## src/rtl/sio_irq_pkg.sv

```systemverilog
package sio_irq_pkg;
  typedef enum logic {
    SEL_MASK = 1'b0,
    SEL_STAT = 1'b1
  } reg_sel_e;
endpackage

```

## src/rtl/sio_irq_regs.sv

```systemverilog
module sio_irq_regs
  import sio_irq_pkg::*;
#(
  parameter int NSRC = 8
) (
  input  logic            clk,
  input  logic            rst_n,
  input  logic [NSRC-1:0] src_set,
  input  logic            wr,
  input  logic            reg_sel,
  input  logic [NSRC-1:0] wdata,
  output logic [NSRC-1:0] stat_q,
  output logic [NSRC-1:0] mask_q
);
  logic wr_stat;
  logic wr_mask;
  logic [NSRC-1:0] mask_d;

  always_comb begin
    wr_stat = wr && (reg_sel_e'(reg_sel) == SEL_STAT);
    wr_mask = wr && (reg_sel_e'(reg_sel) == SEL_MASK);
    mask_d  = wdata;
  end

  always_ff @(posedge clk or negedge rst_n) begin
    if (!rst_n) mask_q <= '0;
    else if (wr_mask) mask_q <= mask_d;
  end

  for (genvar i = 0; i < NSRC; i++) begin : g_bit
    logic bit_en;
    logic bit_d;
    always_comb begin
      bit_en = src_set[i] || (wr_stat && wdata[i]);
      bit_d  = src_set[i];
    end
    always_ff @(posedge clk or negedge rst_n) begin
      if (!rst_n) stat_q[i] <= 1'b0;
      else if (bit_en) stat_q[i] <= bit_d;
    end
  end
endmodule

```

## src/rtl/sio_irq_req.sv

```systemverilog
module sio_irq_req #(
  parameter int NSRC    = 8,
  parameter int TMR_BIT = 3
) (
  input  logic            clk,
  input  logic            rst_n,
  input  logic [NSRC-1:0] stat_q,
  input  logic [NSRC-1:0] mask_q,
  input  logic            tmr_en,
  output logic            pend,
  output logic            irq_n,
  output logic            tirq_n
);
  logic irq_n_d;
  logic tirq_n_d;

  always_comb begin
    pend     = |(stat_q & mask_q);
    irq_n_d  = ~pend;
    tirq_n_d = ~(stat_q[TMR_BIT] & tmr_en);
  end

  always_ff @(posedge clk or negedge rst_n) begin
    if (!rst_n) begin
      irq_n  <= 1'b1;
      tirq_n <= 1'b1;
    end else begin
      irq_n  <= irq_n_d;
      tirq_n <= tirq_n_d;
    end
  end
endmodule

```

## src/rtl/sio_irq_arb.sv

```systemverilog
module sio_irq_arb #(
  parameter int LVL_W = 3
) (
  input  logic             clk,
  input  logic             rst_n,
  input  logic             iack,
  input  logic [LVL_W-1:0] iack_lvl,
  input  logic [LVL_W-1:0] irq_lvl,
  input  logic             pend,
  input  logic             ext_req,
  output logic             ack_mod,
  output logic             ack_ext
);
  logic hit;
  logic mod_d;
  logic ext_d;

  always_comb begin
    hit   = iack && (iack_lvl == irq_lvl);
    mod_d = hit && pend;
    ext_d = hit && !pend && ext_req;
  end

  always_ff @(posedge clk or negedge rst_n) begin
    if (!rst_n) begin
      ack_mod <= 1'b0;
      ack_ext <= 1'b0;
    end else begin
      ack_mod <= mod_d;
      ack_ext <= ext_d;
    end
  end
endmodule

```

## src/rtl/sio_irq_hub.sv

```systemverilog
module sio_irq_hub
  import sio_irq_pkg::*;
#(
  parameter int NSRC    = 8,
  parameter int TMR_BIT = 3,
  parameter int LVL_W   = 3
) (
  input  logic             clk,
  input  logic             rst_n,
  input  logic [NSRC-1:0]  src_set,
  input  logic             wr,
  input  logic             reg_sel,
  input  logic [NSRC-1:0]  wdata,
  output logic [NSRC-1:0]  rdata,
  input  logic             tmr_en,
  input  logic [LVL_W-1:0] irq_lvl,
  input  logic             iack,
  input  logic [LVL_W-1:0] iack_lvl,
  input  logic             ext_req,
  output logic             irq_n,
  output logic             tirq_n,
  output logic             ack_mod,
  output logic             ack_ext
);
  localparam int SYNC_STAGES = 2;

  logic [SYNC_STAGES-1:0] rst_sync_q;
  logic                   rst_q;
  logic [NSRC-1:0]        stat_q;
  logic [NSRC-1:0]        mask_q;
  logic                   pend;

  always_ff @(posedge clk or negedge rst_n) begin
    if (!rst_n) rst_sync_q <= '0;
    else        rst_sync_q <= {rst_sync_q[SYNC_STAGES-2:0], 1'b1};
  end
  assign rst_q = rst_sync_q[SYNC_STAGES-1];

  sio_irq_regs #(.NSRC(NSRC)) u_regs (
    .clk(clk), .rst_n(rst_q), .src_set(src_set), .wr(wr), .reg_sel(reg_sel),
    .wdata(wdata), .stat_q(stat_q), .mask_q(mask_q)
  );

  sio_irq_req #(.NSRC(NSRC), .TMR_BIT(TMR_BIT)) u_req (
    .clk(clk), .rst_n(rst_q), .stat_q(stat_q), .mask_q(mask_q), .tmr_en(tmr_en),
    .pend(pend), .irq_n(irq_n), .tirq_n(tirq_n)
  );

  sio_irq_arb #(.LVL_W(LVL_W)) u_arb (
    .clk(clk), .rst_n(rst_q), .iack(iack), .iack_lvl(iack_lvl), .irq_lvl(irq_lvl),
    .pend(pend), .ext_req(ext_req), .ack_mod(ack_mod), .ack_ext(ack_ext)
  );

  always_comb begin
    rdata = (reg_sel_e'(reg_sel) == SEL_STAT) ? stat_q : mask_q;
  end
endmodule

```

## config.mk

```make
export PLATFORM = sky130hd
export DESIGN_NAME = sio_irq_hub
export DESIGN_NICKNAME = d
export VERILOG_FILES = /design/src/rtl/sio_irq_pkg.sv /design/src/rtl/sio_irq_regs.sv /design/src/rtl/sio_irq_req.sv /design/src/rtl/sio_irq_arb.sv /design/src/rtl/sio_irq_hub.sv
export SDC_FILE = /design/constraint.sdc
export NUM_CORES = 1
export LEC_CHECK = 0
export BUFFER_PORTS_ARGS = -buffer_cell sky130_fd_sc_hd__clkbuf_2
export CORE_ASPECT_RATIO = 1.75
export CORE_MARGIN = 2
export CORE_UTILIZATION = 37
export DETAILED_ROUTE_END_ITERATION = 8
export PLACE_DENSITY = 0.78
export SLEW_MARGIN = 40
export SYNTH_ARGS = -nofsm -noshare
export SYNTH_HDL_FRONTEND = slang
export SYNTH_SLANG_ARGS = --single-unit
```

## constraint.sdc

```tcl
create_clock -name clk -period 0.8 [get_ports clk]
set_clock_uncertainty 0.05 [all_clocks]
set_input_delay 0.08 -clock clk [delete_from_list [all_inputs] [get_ports clk]]
set_output_delay 0.08 -clock clk [all_outputs]
set_load 0.1 [all_outputs]
```

==> metrics.cfg <==
[worst_hold_path]
hold_depth=2
hold_path_class=in -> reg
holdPathEnd=u_regs.mask_q[7]$_DFFE_PN0P_
hold_path.startpoint=wdata[7]

[route]
viasPerCell=4.757
drc_errors=0
wl_per_cell_microns=15.47
drtAntennaViolNets=0
dr.pass1.iters=4
vias=823
first_iter_violations=20
drt-total-wl_microns=2677

[cts]
cts.sinks=22
clockRootBuffer=clkbuf_8
clock_latency_ns=0.26
cts_buffers=3
h-tree-depth=1
cts_tree=yes
clock_path_buffers=2
cts_hold_buf=11
clkTransAtPathRegs_ns=0.08

[global_route]
grt_pass1_wl_microns=4402
grt_max_degree=21
antenna_found_initial=0
grt.overflow.total=0
groute.usage.overall_pct=19.03
first_global_vias=937

[sta]
slew_violations=0
fin_crit_ns=1.287
finalHoldViolCount=0
fin_setup_tns_ns=-7.570
period_share_pct=160.9
whs_ns=0.004778
setup_viol=28
fin_ws_ns=-0.4874
max_freq_ghz=0.7768
rsz0062_at_grt=yes

[final_layout]
layout-drive-gt1-share_pct=61.64
instances_no_fill=173
fin_util_pct=70.07
nNetsFinal=176
antenna_cells=0
syn_to_final_growth_pct=85.20

[logic_synthesis]
synth-edff-count=0
syn_inst=74
synth-simple-area-share_pct=7.711
synth_xor_xnor_area_share_pct=2.612
syn_area_sq_um=1006
synth_top_cells_by_count=20 x dfrtp_1, 9 x nand2_1, 8 x a21o_1, 8 x mux2_2, 8 x mux2_4
synth_warnings=0
ys_ff_latch=22
synth_compound_area_share_pct=8.955
ys_seq_area_share_pct=54.98
async_flop_share_pct=100.0
synth_top_family_by_area=multiplexers
synth_top_area_share_pct=49.75
synthMuxAreaShare_pct=20.90
synth-adder-area-share_pct=0
ys_types=17
synth_area_leaders=dfrtp_1 50%, mux2_4 12%, mux2_2 9.0%
synth_ff_type=dfrtp_1
synth_nets=103
synth_most_common_cell=dfrtp_1
syn_area_per_cell_sq_um=13.59
synth_top_area_cell=dfrtp_1

[placement]
gp_congestion=0.6872
portBuffers=40
dp_cells=145
dp_slack_ns=-0.3375

[critical_path]
crit_fanout=2
critical_path_class=reg -> out
worst_ep_required_time_ns=0.67
reg2reg_slack_ns=-0.43
rr_worst_depth=4
critical_path_arrival_ns=1.16
rr_endpoint=u_arb.ack_ext$_DFF_PN0_
startpoint_type=flip-flop
r2r-start=u_regs.stat_q[7]$_DFFE_PN0P_
end_kind=output pin

[die]
die_w_microns=43.42
dieHeight_microns=72.98
ios=41
die_area_sq_um=3168
rows=25
initial_core_util_pct=37.84
core_area_sq_um=2659

[outcome]
violations=setup timing
status=finished, violations left

[power_and_ir_drop]
p_per_area_nw_per_um2=1993
power.leakage_nw=0.8922
ir_drop_uv=1573

[run]
drv_cap=0

how the worst max path moves through the flow:
stage	startpoint	endpoint	slack [ns]	cells after the start
6_report	u_regs.mask_q[6]$_DFFE_PN0P_	rdata[6]	-0.49	2
2_1_floorplan	u_regs.mask_q[7]$_DFFE_PN0P_	u_arb.ack_ext$_DFF_PN0_	-0.17	3
4_1_cts	u_regs.stat_q[4]$_DFFE_PN0P_	rdata[4]	-0.47	2
3_5_place_dp	u_regs.stat_q[1]$_DFFE_PN0P_	u_arb.ack_ext$_DFF_PN0_	-0.34	3
5_1_grt	u_regs.stat_q[7]$_DFFE_PN0P_	u_arb.ack_mod$_DFF_PN0_	-0.50	5
3_3_place_gp	u_regs.stat_q[1]$_DFFE_PN0P_	u_arb.ack_ext$_DFF_PN0_	-0.31	3
metal layers:
layer	GRT usage (%)	share of wire (%)	up-vias
li1	-	-	397
met1	18.96	33	400
met2	37.48	62	21
met3	4.208	3.6	5
met4	5.387	1.2	0
met5	0	0	-
metrics by stage:
stage          area, sq um  total power [mW]
5_1_grt               1863             3.840
3_3_place_gp          1525             2.458
6_report              1863             3.713
2_1_floorplan         1055             2.050
3_5_place_dp          1525             2.490
4_1_cts               1831             3.685
report_power, final:
part | total [mW] | switching (mW) | internal, mW
Combinational | 1.39 | 0.704 | 0.688
Clock | 1.03 | 0.362 | 0.669
Sequential | 1.29 | 0.0788 | 1.21
Total | 3.71 | 1.14 | 2.57
cell type report:
| cell class | instances | area, sq um |
|---|---|---|
| timing repair buffer | 71 | 732.0 |
| inverter | 2 | 7.507 |
| clock buffer | 3 | 41.29 |
| fill | 172 | 795.8 |
| multi-input combinational | 47 | 455.4 |
| clock inverter | 1 | 30.03 |
| sequential | 22 | 563.0 |
| tap | 27 | 33.78 |
cells by family after synthesis:
logic type                Yosys count
other                               1
and+or+nand+nor                    15
muxes                              16
buffers and inverters               5
DFF                                22
xor gates and xnor gates            3
AOI/OAI and AO/OA                  12
repair_timing:
| item | in CTS | in global routing |
|---|---|---|
| buffers inserted | 11 | 4 |
| setup endpoints to repair | 26 | 29 |
| hold endpoints to repair | 12 | 1 |
| pin swaps | 4 | 4 |
| resized for setup | 10 | 6 |
flip-flops by register name, summed over array words and instances (netlist names):
register,cells
u_regs.stat_q,8
u_req.tirq_n,1
u_arb.ack_ext,1
u_req.irq_n,1
rst_sync_q,2
u_arb.ack_mod,1
u_regs.mask_q,8
layout by cell type (no fill, tap or decap), drive strengths merged, types with 2 or more instances in the layout:
master	count
nand4	2
mux2	16
dlygate4sd3	11
clkbuf	31
dfrtp	20
a22oi	4
buf	32
a21o	8
xnor2	3
dfstp	2
nand2	9
inv	2
worst max-delay path, stage by stage (launching register included):
cell and delay (ns):
dfrtp_1 0.42, mux2_4 0.30, buf_12 0.17
No activity file was read; power rests on OpenSTA's default activity.
